### config.mk
export PLATFORM = sky130hd
export DESIGN_NAME = rfr_frame_renamer
export DESIGN_NICKNAME = d
export VERILOG_FILES = /design/src/rtl/rfr_pkg.sv /design/src/rtl/rfr_hist_stack.sv /design/src/rtl/rfr_xlate.sv /design/src/rtl/rfr_frame_renamer.sv
export SDC_FILE = /design/constraint.sdc
export NUM_CORES = 1
export LEC_CHECK = 0
export BUFFER_PORTS_ARGS = -buffer_cell sky130_fd_sc_hd__buf_4
export CAP_MARGIN = 20
export CORE_MARGIN = 2
export CORE_UTILIZATION = 44
export CTS_BUF_LIST = sky130_fd_sc_hd__clkbuf_4 sky130_fd_sc_hd__clkbuf_8
export DETAILED_ROUTE_END_ITERATION = 6
export GPL_TIMING_DRIVEN = 0
export HOLD_SLACK_MARGIN = 0.02
export PLACE_DENSITY = 0.63
export SLEW_MARGIN = 20
export SYNTH_ARGS = -nofsm -noshare
export SYNTH_HDL_FRONTEND = slang
export SYNTH_SLANG_ARGS = --single-unit
### constraint.sdc
create_clock -name clk -period 3.95 [get_ports clk]
set_input_delay 0.5925 -clock clk [delete_from_list [all_inputs] [get_ports clk]]
set_output_delay 0.5925 -clock clk [all_outputs]
set_load 0.01 [all_outputs]
### src/rtl/rfr_pkg.sv
package rfr_pkg;

    localparam int unsigned IDX_W = 7;

    typedef enum logic [1:0] {
        OP_IDLE  = 2'd0,
        OP_CALL  = 2'd1,
        OP_RET   = 2'd2,
        OP_ALLOC = 2'd3
    } frame_op_e;

    typedef struct packed {
        logic [IDX_W-1:0] base;
        logic [IDX_W-1:0] sof;
        logic [IDX_W-1:0] sol;
    } frame_mark_t;

endpackage

### src/rtl/rfr_hist_stack.sv
module rfr_hist_stack
    import rfr_pkg::*;
#(
    parameter int unsigned DEPTH = 8,
    localparam int unsigned CNT_W = $clog2(DEPTH + 1)
) (
    input  logic             clk,
    input  logic             rst_n,
    input  logic             push,
    input  logic             pop,
    input  frame_mark_t      din,
    output frame_mark_t      dout,
    output logic [CNT_W-1:0] count,
    output logic             full,
    output logic             empty
);

    typedef struct packed {
        frame_mark_t [DEPTH-1:0] slot;
        logic [CNT_W-1:0]        cnt;
    } hs_state_t;

    hs_state_t st_d, st_q;
    logic [CNT_W-1:0] top_idx;

    assign top_idx = st_q.cnt - 1'b1;
    assign count   = st_q.cnt;
    assign full    = (st_q.cnt == CNT_W'(DEPTH));
    assign empty   = (st_q.cnt == '0);
    assign dout    = empty ? '0 : st_q.slot[top_idx];

    always_comb begin
        st_d = st_q;
        if (push && !full) begin
            st_d.slot[st_q.cnt] = din;
            st_d.cnt            = st_q.cnt + 1'b1;
        end else if (pop && !empty) begin
            st_d.cnt = st_q.cnt - 1'b1;
        end
    end

    always_ff @(posedge clk) begin
        if (!rst_n) st_q <= '0;
        else        st_q <= st_d;
    end

endmodule

### src/rtl/rfr_xlate.sv
module rfr_xlate
    import rfr_pkg::*;
#(
    parameter int unsigned NUM_PHYS   = 128,
    parameter int unsigned NUM_GLOBAL = 32,
    localparam int unsigned STACKED   = NUM_PHYS - NUM_GLOBAL
) (
    input  logic [IDX_W-1:0] lidx,
    input  logic [IDX_W-1:0] base,
    input  logic [IDX_W-1:0] sof,
    output logic [IDX_W-1:0] pidx,
    output logic             illegal
);

    localparam logic [IDX_W:0] GLB_C = (IDX_W+1)'(NUM_GLOBAL);
    localparam logic [IDX_W:0] STK_C = (IDX_W+1)'(STACKED);

    logic [IDX_W:0] off;
    logic [IDX_W:0] sum;
    logic [IDX_W:0] wrapped;
    logic [IDX_W:0] phys;
    logic           is_global;

    always_comb begin
        is_global = ({1'b0, lidx} < GLB_C);
        off       = {1'b0, lidx} - GLB_C;
        sum       = off + {1'b0, base};
        wrapped   = (sum >= STK_C) ? (sum - STK_C) : sum;
        phys      = is_global ? {1'b0, lidx} : (wrapped + GLB_C);
        pidx      = phys[IDX_W-1:0];
        illegal   = !is_global && (off >= {1'b0, sof});
    end

endmodule

### src/rtl/rfr_frame_renamer.sv
module rfr_frame_renamer
    import rfr_pkg::*;
#(
    parameter int unsigned NUM_PHYS   = 128,
    parameter int unsigned NUM_GLOBAL = 32,
    parameter int unsigned HIST_DEPTH = 8,
    parameter int unsigned NUM_PORTS  = 3,
    localparam int unsigned CNT_W     = $clog2(HIST_DEPTH + 1)
) (
    input  logic                       clk,
    input  logic                       rst_n,
    input  logic [1:0]                 cmd_op,
    input  logic [IDX_W-1:0]           cmd_sof,
    input  logic [IDX_W-1:0]           cmd_sol,
    input  logic [NUM_PORTS*IDX_W-1:0] xl_lidx,
    output logic [NUM_PORTS*IDX_W-1:0] xl_pidx,
    output logic [NUM_PORTS-1:0]       xl_illegal,
    output logic [IDX_W-1:0]           cur_base,
    output logic [IDX_W-1:0]           cur_sof,
    output logic [IDX_W-1:0]           cur_sol,
    output logic [CNT_W-1:0]           hist_depth,
    output logic                       ovf_flag,
    output logic                       unf_flag
);

    localparam int unsigned STACKED = NUM_PHYS - NUM_GLOBAL;
    localparam logic [IDX_W:0] STK_C = (IDX_W+1)'(STACKED);

    typedef struct packed {
        frame_mark_t cfm;
        logic        ovf;
        logic        unf;
    } rn_state_t;

    rn_state_t   st_d, st_q;
    frame_op_e   op;
    logic        h_push, h_pop, h_full, h_empty;
    frame_mark_t h_top;
    logic [IDX_W:0] base_sum;

    assign op = frame_op_e'(cmd_op);

    rfr_hist_stack #(.DEPTH(HIST_DEPTH)) u_hist (
        .clk   (clk),
        .rst_n (rst_n),
        .push  (h_push),
        .pop   (h_pop),
        .din   (st_q.cfm),
        .dout  (h_top),
        .count (hist_depth),
        .full  (h_full),
        .empty (h_empty)
    );

    always_comb begin
        st_d     = st_q;
        st_d.ovf = 1'b0;
        st_d.unf = 1'b0;
        h_push   = 1'b0;
        h_pop    = 1'b0;
        base_sum = {1'b0, st_q.cfm.base} + {1'b0, st_q.cfm.sol};
        unique case (op)
            OP_CALL: begin
                if (h_full) begin
                    st_d.ovf = 1'b1;
                end else begin
                    h_push        = 1'b1;
                    st_d.cfm.base = (base_sum >= STK_C) ? IDX_W'(base_sum - STK_C)
                                                        : IDX_W'(base_sum);
                    st_d.cfm.sof  = st_q.cfm.sof - st_q.cfm.sol;
                    st_d.cfm.sol  = '0;
                end
            end
            OP_RET: begin
                if (h_empty) begin
                    st_d.unf = 1'b1;
                end else begin
                    h_pop    = 1'b1;
                    st_d.cfm = h_top;
                end
            end
            OP_ALLOC: begin
                if (({1'b0, cmd_sof} > STK_C) || (cmd_sol > cmd_sof)) begin
                    st_d.ovf = 1'b1;
                end else begin
                    st_d.cfm.sof = cmd_sof;
                    st_d.cfm.sol = cmd_sol;
                end
            end
            default: ;
        endcase
    end

    always_ff @(posedge clk) begin
        if (!rst_n) st_q <= '0;
        else        st_q <= st_d;
    end

    generate
        for (genvar p = 0; p < NUM_PORTS; p++) begin : g_port
            rfr_xlate #(.NUM_PHYS(NUM_PHYS), .NUM_GLOBAL(NUM_GLOBAL)) u_xl (
                .lidx    (xl_lidx[p*IDX_W +: IDX_W]),
                .base    (st_q.cfm.base),
                .sof     (st_q.cfm.sof),
                .pidx    (xl_pidx[p*IDX_W +: IDX_W]),
                .illegal (xl_illegal[p])
            );
        end
    endgenerate

    assign cur_base = st_q.cfm.base;
    assign cur_sof  = st_q.cfm.sof;
    assign cur_sol  = st_q.cfm.sol;
    assign ovf_flag = st_q.ovf;
    assign unf_flag = st_q.unf;

endmodule

==> results.cfg, run 1 <==
[synthesis]
synth_area_leaders = dfxtp_1 35%, nand2_1 12%, a21oi_1 9.9%
synth_seq_cells = 195
synth_common_cells = 365 x nand2_1, 221 x a21oi_1, 195 x dfxtp_1
yosysMostFrequentCell = nand2_1
ys_seq_area_share_pct = 34.8
synthFlopType = dfxtp_1
yosys.area.top_type_share_pct = 34.8
synth.distinct_cells = 69
synth.cell_area_sq_mm = 0.0112
synthCells = 1383
syn_area_per_cell_sq_um = 8.10
synth_top_area_cell = dfxtp_1
ys_async_sr_fraction_pct = 0
synth_fp_nets = 1498
yosys_warnings = 0
synth-edff-count = 0

[setup_path]
r2r-start = u_hist.count[0]
crit_required_ns = 4.31
critPathCaptureType = flip-flop
r2r_slack_ns = 0.17
critPathMostFrequentCell = buf_2
crit_end = cur_sof[6]
worstReg2RegEnd = cur_sof[6]
crit_slowest_cell = clkbuf_1
rr_worst_depth = 10
worstPathCellList = buf_2, buf_4, clkinv_1, ha_1, buf_2, clkbuf_1, mux4_2, mux2_2, a22oi_1, a311oi_1
max_stage_delay_ns = 0.72
critPathKind = flip-flop to flip-flop
arrival_ns = 4.13
critPathLaunchType = flip-flop
crit_start = u_hist.count[0]
path_max_fanout = 10

[timing]
drv_slew = 0
finalCritPeriodShare_pct = 95.6
finalSetupViolCount = 0
finalHoldViolCount = 0
min_period_ns = 3.78
worst_pin_slew_ns = 0.914
fmax_mhz = 265
clock_skew_ns = 0.0177
rsz0062_at_grt = false
setup-tns-final_ns = 0
worst_slack_ns = 0.173
slew_headroom_pct = 39.1

[route]
dr.pass1.iters = 6
drt_wl_total_microns = 35400
drtIter0Drc = 1030
vias = 10400
remaining_drc_errors = 0
drtAntennaViolNets = 0
viasPerCell = 5.65
wire_per_inst_microns = 19.3

[layout]
seq_area_sq_mm = 0.00390
syn2layout_area_growth_pct = 13.6
antenna_cells = 0
multi_input_area_sq_mm = 0.00656
fill_cells = 2491
layout-drive-gt1-share_pct = 14.8
nNetsFinal = 1606
stdcell_count = 1834

[die]
die_area_sq_mm = 0.0268
boundaryPins = 90
start_util_pct = 44.6
die_x_microns = 164
core_sq_mm = 0.0251
rows = 58
die_h_microns = 164

[placement]
place_hpwl_microns = 26200
gp_congestion = 0.911
placedCellCount = 1802
port_buffers = 89
dpl_worst_slack_ns = 0.198

[run]
cap_violations = 0

[global_routing]
gr-total-overflow = 0
globalRouteTotalUtil_pct = 26.5
grt_max_degree = 22
antenna_found_initial = 1
grt_pass1_vias = 9526
grt_pass1_wl_microns = 54200

[outcome]
outcome = completed

[clock_tree]
cts.clk_slew.worst_paths_ns = 0.12
root_buffer = clkbuf_8
clk_latency_ns = 0.49
cts_buffers = 17
clkSinkCount = 195
cts_max_level = 4
clockBufferDepth = 2
cts_tree = yes

[power_and_ir_drop]
peakVddDrop_mv = 0.220
powerDensity_mw_per_mm2 = 417
p_leak_uw = 0.00469

[min_path]
holdCritPathClass = input port to flip-flop
[layout by cell type, fill, tap and decap left out, types with 10 or more instances in the layout]
cell	Yosys	final
o21a_1	10	10
nand2_1	365	365
nand3_1	14	14
buf_4	10	99
nor2_1	39	39
nand2b_1	10	10
dfxtp_1	195	195
mux4_2	42	42
a21oi_1	221	221
a211oi_1	23	23
o21ai_0	43	43
clkbuf_1	79	78
buf_2	18	18
nor2b_1	12	12
inv_1	56	56
ha_1	71	71
clkbuf_8	0	17
mux2_2	18	18
nor3_1	17	17
a22oi_1	11	11
[area by class of cell]
cell class	count	area share (%)
Multi-Input combinational cell	1017	51.5
Sequential cell	195	30.7
Timing Repair Buffer	89	5.25
Buffer	114	4.20
Tap cell	330	3.24
Clock buffer	17	1.84
Inverter	57	1.68
Clock inverter	15	1.62
[power breakdown]
group | total [uW] | internal (uW) | leakage, uW | switching (uW)
sequential | 2100 | 2030 | 0.00158 | 78.6
combinational | 1790 | 715 | 0.00290 | 1080
clock | 1420 | 553 | 0.000213 | 862
[critical path: cells and delay by family (launching register included)]
| family | cells | cell delay (ns) |
|---|---|---|
| fa+ha+maj | 1 | 0.36 |
| flops | 1 | 0.42 |
| buf+inv | 5 | 1.84 |
| mux | 2 | 0.78 |
| compound gates | 2 | 0.25 |
[worst min path at each step]
| stage | from | to | slack [ns] | cells after the start |
|---|---|---|---|---|
| detailed placement | u_hist.st_q[123] | u_hist.st_q[123] | 0.44 | 2 |
| global placement | u_hist.st_q[97] | u_hist.st_q[97] | 0.44 | 2 |
| floorplan | u_hist.st_q[109] | u_hist.st_q[109] | 0.43 | 2 |
| finish | rst_n | cur_base[3] | 0.43 | 3 |
| global route | rst_n | u_hist.count[3] | 0.43 | 3 |
| CTS | rst_n | cur_base[3] | 0.42 | 3 |
[cells by family (layout without fill, tap and decap cells)]
family          Yosys count  after routing  share of synthesized area, %
compound gates          372            372                          19.6
xor+xnor                 15             15                          1.17
fa+ha+maj                76             76                          8.82
buf+inv                 171            292                          6.64
flops                   195            195                          34.8
mux                      68             68                          11.0
simple gates            486            486                          17.9
[state kept, by name, indices dropped and copies added, names as in the netlist]
name          flops
cur_sol           7
u_hist.st_q     168
unf_flag          1
cur_base          7
cur_sof           7
ovf_flag          1
u_hist.count      4
[metal layers]
| metal | track usage [%] | vias up | share of wire [%] |
|---|---|---|---|
| met1 | 36.9 | 4862 | 45 |
| li1 | - | 5030 | - |
| met3 | 4.95 | 56 | 8.1 |
| met5 | 0 | - | 0.037 |
| met4 | 7.62 | 2 | 2.5 |
| met2 | 41.9 | 406 | 44 |
[stage by stage]
stage                     hold slack, ns  power, uW  util [%]  instance area [sq um]
after detailed placement           0.444       3920      48.9                  12300
after floorplan                    0.433       3290         -                  11200
after global placement             0.439       3890      48.9                  12300
after global routing               0.425       5570      50.7                  12700
after CTS                          0.419       5300      50.7                  12700
final                              0.425       5310      50.7                  12700
[what timing repair did]
item | in CTS | in global routing
hold buffers | 0 | 0
gates resized for setup | 1 | 2
buffers inserted | 0 | 0
setup endpoints to repair | 5 | 4
Note: power is estimated with default switching activity, not from simulation.
==> run 2, diff against run 1 <==
--- a/config.mk
+++ b/config.mk
@@ -5,6 +5,7 @@
 export SDC_FILE = /design/constraint.sdc
 export NUM_CORES = 1
 export LEC_CHECK = 0
+export ABC_AREA = 1
 export BUFFER_PORTS_ARGS = -buffer_cell sky130_fd_sc_hd__buf_4
 export CAP_MARGIN = 20
 export CORE_MARGIN = 2
==> results.cfg, run 2 <==
[power_and_ir_drop]
swShare_pct = 41.9
peakVddDrop_mv = 0.281
power_uw = 5960
sequentialPowerShare_pct = 37.3
combPwrFrac_pct = 38.2
p_switching_uw = 2490
p_leak_uw = 0.00579
powerDensity_mw_per_mm2 = 465
pwr-share-clk_pct = 24.6
internal_power_uw = 3460

[layout]
largest_register_ffs = 168
layout_common_cells = 318 x nand2_1, 223 x o21ai_0, 220 x a21oi_1, 195 x dfxtp_1, 146 x inv_1
top_register = u_hist.st_q
nNetsFinal = 1887
fill_cells = 2571
seq_area_sq_mm = 0.00390
syn2layout_area_growth_pct = 13.5
antenna_cells = 0
multi_input_area_sq_mm = 0.00625
mostFrequentLayoutCell = nand2_1
layout-drive-gt1-share_pct = 11.1

[clock_tree]
cts.clk_slew.worst_paths_ns = 0.12
clk_latency_ns = 0.50
cts_buffers = 17
root_buffer = clkbuf_8
cts_resized = 0
cts_max_level = 4
clockBufferDepth = 2
cts_setup_buffers = 0
cts_tree = yes
clkSinkCount = 195
cts_hold_buf = 0

[route]
wire_per_inst_microns = 18.9
remaining_drc_errors = 0
drtAntennaViolNets = 0
drt_wl_total_microns = 39900
dr.pass1.iters = 7
vias = 12000
drtIter0Drc = 1370
viasPerCell = 5.68

[setup_path]
critPathCaptureType = output pin
r2r_slack_ns = 0.67
crit_required_ns = 3.36
r2r-start = u_hist.count[0]
path_max_fanout = 10
worstReg2RegEnd = cur_base[1]
rr_worst_depth = 10
critPathLaunchType = flip-flop
arrival_ns = 3.03
critPathKind = flip-flop to output pin

[timing]
clock_skew_ns = 0.0211
drv_slew = 0
slew_headroom_pct = 43.3
rsz0062_at_grt = false
worst_pin_slew_ns = 0.850
min_period_ns = 3.62
finalCritPeriodShare_pct = 91.6
fmax_mhz = 276
setup-tns-final_ns = 0
finalHoldViolCount = 0
finalSetupViolCount = 0

[die]
die_area_sq_mm = 0.0269
die_h_microns = 164
rows = 58
boundaryPins = 90
start_util_pct = 44.8
core_sq_mm = 0.0252
die_x_microns = 164

[min_path]
hold_path_startpoint = cmd_sol[4]
holdCritPathClass = input port to flip-flop
hold_depth = 5
holdPathEnd = cur_sol[4]

[placement]
port_buffers = 88
place_hpwl_microns = 29600
gp_congestion = 0.910

[synthesis]
yosysMostFrequentCell = nand2_1
synth-edff-count = 0
synthFlopType = dfxtp_1
synth.cell_area_sq_mm = 0.0113
synth_fp_nets = 1780
synth_seq_cells = 195
synth_common_cells = 318 x nand2_1, 223 x o21ai_0, 220 x a21oi_1
synth.distinct_cells = 42
ys_seq_area_share_pct = 34.6
yosys.area.top_type_share_pct = 34.6
synth_top_area_cell = dfxtp_1
yosys_warnings = 0
synth_area_leaders = dfxtp_1 35%, nand2_1 11%, o21ai_0 9.9%
syn_area_per_cell_sq_um = 6.77
synthCells = 1665
ys_async_sr_fraction_pct = 0

[outcome]
outcome = completed

[run]
cap_violations = 0

[global_routing]
grt_pass1_vias = 10600
grt_max_degree = 21
grt_pass1_wl_microns = 60900
gr-total-overflow = 0
globalRouteTotalUtil_pct = 29.7
antenna_found_initial = 0
[run 2: changes by cell type in the layout (fill, tap and decap cells not counted), moves of 18 or more]
cell,delta
a211oi_1,-22
clkbuf_1,-31
inv_1,+90
mux2_2,-18
mux4_2,-42
nand2_1,-47
nand3_1,+115
nand4_1,+19
nor2_1,+96
o211ai_1,+18
o21ai_0,+180
[run 2: per-layer routing]
metal	vias to the layer above	track usage, %	routed length (microns)
li1	5780	-	-
met1	5611	40.9	17500
met2	542	48.6	18200
met3	76	3.79	3120
met4	0	9.17	1160
met5	-	0	0
[run 2: how the worst max path moves through the flow]
stage                  end  slack, ns            start  depth (start not counted)
2_1_floorplan  xl_pidx[19]       1.31      xl_lidx[19]                         12
3_3_place_gp    cur_sof[4]       0.76  u_hist.count[0]                         11
3_5_place_dp   cur_base[1]       0.82  u_hist.count[0]                         10
4_1_cts        xl_pidx[19]       0.35      cur_base[1]                         12
5_1_grt        xl_pidx[19]       0.13      cur_base[1]                         12
6_report       xl_pidx[19]       0.33      cur_base[1]                         12
[run 2: cell type report]
type,instances,area share (%)
repair buffers,88,5.16
plain buffers,105,3.92
clock inverters,15,1.68
flip-flops and latches,195,30.5
inverters,165,4.84
well taps,330,3.23
clock buffers,17,1.83
multi-input cells,1200,48.9
[run 2: worst max-delay path: stages (launching register included)]
cell and delay [ns]:
dfxtp_1 0.65, inv_1 0.44, fa_1 0.50, inv_1 0.09, nand3_1 0.07, nand2_1 0.11
nand2_1 0.08, nand3b_1 0.08, nand2_1 0.09, nand2_1 0.08, nand2_1 0.04, a21oi_1 0.16
buf_4 0.14
[run 2: metrics by stage]
stage / instances / hold slack (ns) / setup WS, ns / area [sq um] / util, %
after floorplan: 1665 / 0.424 / 1.31 / 11300 / -
after global placement: 2083 / 0.435 / 0.760 / 12400 / 49.1
after detailed placement: 2083 / 0.440 / 0.817 / 12400 / 49.1
after CTS: 2115 / 0.414 / 0.349 / 12800 / 50.8
after global routing: 2115 / 0.432 / 0.132 / 12800 / 50.8
final: 2115 / 0.416 / 0.332 / 12800 / 50.8
[run 2: logic make-up after synthesis]
group           after synthesis  synth area share [%]
simple gates                635                  23.8
fa+ha+maj                    76                  8.76
compound gates              484                  22.4
buf+inv                     270                  9.94
flops                       195                  34.6
xor+xnor                      5                 0.455
[run 2: power groups by stage]
stage | clock, uW | combinational [uW] | sequential [uW]
after floorplan | 0 | 1440 | 2200
after global placement | 0 | 2200 | 2260
after detailed placement | 0 | 2220 | 2260
after CTS | 1470 | 2230 | 2210
after global routing | 1550 | 2500 | 2220
final | 1460 | 2270 | 2220
==> run 3, diff against run 2 <==
--- a/config.mk
+++ b/config.mk
@@ -18,4 +18,5 @@
 export SLEW_MARGIN = 20
 export SYNTH_ARGS = -nofsm -noshare
 export SYNTH_HDL_FRONTEND = slang
+export SYNTH_HIERARCHICAL = 1
 export SYNTH_SLANG_ARGS = --single-unit
==> results.cfg, run 3 <==
[global_routing]
grt_max_degree = 19
antenna_found_initial = 0
grt_pass1_wl_microns = 57800
grt_pass1_vias = 10900
gr-total-overflow = 0
globalRouteTotalUtil_pct = 27.4

[die]
die_x_microns = 166
core_sq_mm = 0.0258
boundaryPins = 90
die_area_sq_mm = 0.0274
die_h_microns = 166
start_util_pct = 44.5
rows = 59

[layout]
top_register = u_hist/st_q
mostFrequentLayoutCell = o21ai_0
largest_register_ffs = 168
syn2layout_area_growth_pct = 12.7
antenna_cells = 0
layout-drive-gt1-share_pct = 11.8
fill_cells = 2723
nNetsFinal = 1939
layout_common_cells = 278 x o21ai_0, 244 x nand2_1, 240 x a21oi_1, 232 x nor2_1, 195 x dfxtp_1

[timing]
slew_headroom_pct = 55.8
finalHoldViolCount = 0
hold_ws_ns = 0.423
finalCritPeriodShare_pct = 91.9
clock_skew_ns = 0.0161
finalSetupViolCount = 0
setup-tns-final_ns = 0
drv_slew = 0
worst_pin_slew_ns = 0.663
min_period_ns = 3.63
fmax_mhz = 275
rsz0062_at_grt = false

[min_path]
hold_depth = 3
holdCritPathClass = input port to flip-flop

[clock_tree]
cts_resized = 0
cts_setup_buffers = 0
cts_tree = yes
cts_hold_buf = 0
clockBufferDepth = 2
cts_max_level = 4
cts_buffers = 17
cts.clk_slew.worst_paths_ns = 0.11
clk_latency_ns = 0.48
clkSinkCount = 195
root_buffer = clkbuf_8

[synthesis]
synth_seq_cells = 195
synth_fp_nets = 1831
syn_area_per_cell_sq_um = 6.70
synth_top_area_cell = dfxtp_1
ys_seq_area_share_pct = 34.0
synth-edff-count = 0
yosys.area.top_type_share_pct = 34.0
yosys_warnings = 6
ys_async_sr_fraction_pct = 0
yosysMostFrequentCell = o21ai_0
synth.distinct_cells = 42
synth_area_leaders = dfxtp_1 34%, o21ai_0 12%, a21oi_1 10%
synthFlopType = dfxtp_1
synthCells = 1716
synth.cell_area_sq_mm = 0.0115
synth_common_cells = 278 x o21ai_0, 244 x nand2_1, 240 x a21oi_1

[setup_path]
max_stage_delay_ns = 0.56
path_max_fanout = 10
arrival_ns = 4.06
critPathLaunchType = flip-flop
cp_top_family = buffers and inverters
critPathCaptureType = flip-flop
crit_buf_inv = 7
critPathKind = flip-flop to flip-flop
rr_worst_depth = 17
crit_slowest_cell = dfxtp_1
worstPathCellList = inv_2, buf_2, buf_2, buf_2, ha_1, buf_2, clkinv_1, clkbuf_1, nor2_1, o21ai_0, nand3_1, nand2_1, nor2_1, nand2_1, nand3_1, nor2_1, nor2_1
crit_required_ns = 4.38
worst-path-stages = 17

[power_and_ir_drop]
p_switching_uw = 2040
combPwrFrac_pct = 33.7
pwr-share-clk_pct = 24.4
power_uw = 5180
internal_power_uw = 3140
sequentialPowerShare_pct = 41.9
swShare_pct = 39.3
peakVddDrop_mv = 0.290
powerDensity_mw_per_mm2 = 400
p_leak_uw = 0.00595

[placement]
port_buffers = 89
gp_congestion = 0.907
place_hpwl_microns = 28400

[route]
drt_wl_total_microns = 37400
wire_per_inst_microns = 17.2
vias = 11700
dr.pass1.iters = 5
viasPerCell = 5.40
remaining_drc_errors = 0
drtIter0Drc = 1061
drtAntennaViolNets = 0

[run]
cap_violations = 0

[outcome]
outcome = completed
-- run 3: stage by stage --
step / instances / util [%] / setup WS, ns / instance area (sq um)
finish: 2172 / 50.1 / 0.320 / 13000
global route: 2172 / 50.1 / 0.0593 / 13000
CTS: 2172 / 50.1 / 0.332 / 12900
detailed placement: 2140 / 48.7 / 0.376 / 12600
global placement: 2140 / 48.7 / 0.392 / 12600
floorplan: 1716 / - / 1.36 / 11500
-- run 3: worst min-delay path, cell delays in order --
cell,delay (ns)
buf_4,0.17
nand2_1,0.08
nor2_1,0.04
-- run 3: final cells by class --
| cell class | count | area (sq um) | area share (%) |
|---|---|---|---|
| clock inverters | 13 | 118 | 0.908 |
| multi-input cells | 1223 | 6360 | 49.1 |
| well taps | 335 | 419 | 3.24 |
| clock buffers | 19 | 255 | 1.97 |
| repair buffers | 89 | 668 | 5.16 |
| inverters | 198 | 743 | 5.74 |
| plain buffers | 100 | 482 | 3.72 |
| flip-flops and latches | 195 | 3900 | 30.1 |
-- run 3: power by group through the flow --
stage | clock, uW | combinational, uW | sequential, uW
6_report | 1260 | 1740 | 2170
2_1_floorplan | 0 | 1130 | 2160
5_1_grt | 1370 | 1960 | 2180
3_3_place_gp | 0 | 1700 | 2220
4_1_cts | 1290 | 1720 | 2170
3_5_place_dp | 0 | 1710 | 2220
-- run 3: kinds of logic after synthesis --
| group | Yosys count | synth area share (%) |
|---|---|---|
| buf+inv | 298 | 10.7 |
| simple gates | 590 | 21.4 |
| xor+xnor | 9 | 0.686 |
| fa+ha+maj | 76 | 8.60 |
| compound gates | 548 | 24.7 |
| flops | 195 | 34.0 |
-- run 3: path summary, 6_finish.rpt --
kind                           end             start  slack (ns)
setup / recovery        cur_sof[4]   u_hist/count[0]        0.32
hold / removal          cur_sof[3]             rst_n        0.42
setup reg to reg        cur_sof[4]   u_hist/count[0]        0.32
hold reg to reg   u_hist/st_q[155]  u_hist/st_q[155]        0.46
-- run 3: layer usage --
layer  global-route usage (%)  routed length (microns)  vias to the layer above
met2                     45.5                    17200                      397
met3                     3.82                     2400                       68
li1                         -                        -                     5860
met4                     10.3                     1090                        0
met1                     36.2                    16800                     5412
met5                        0                        0                        -
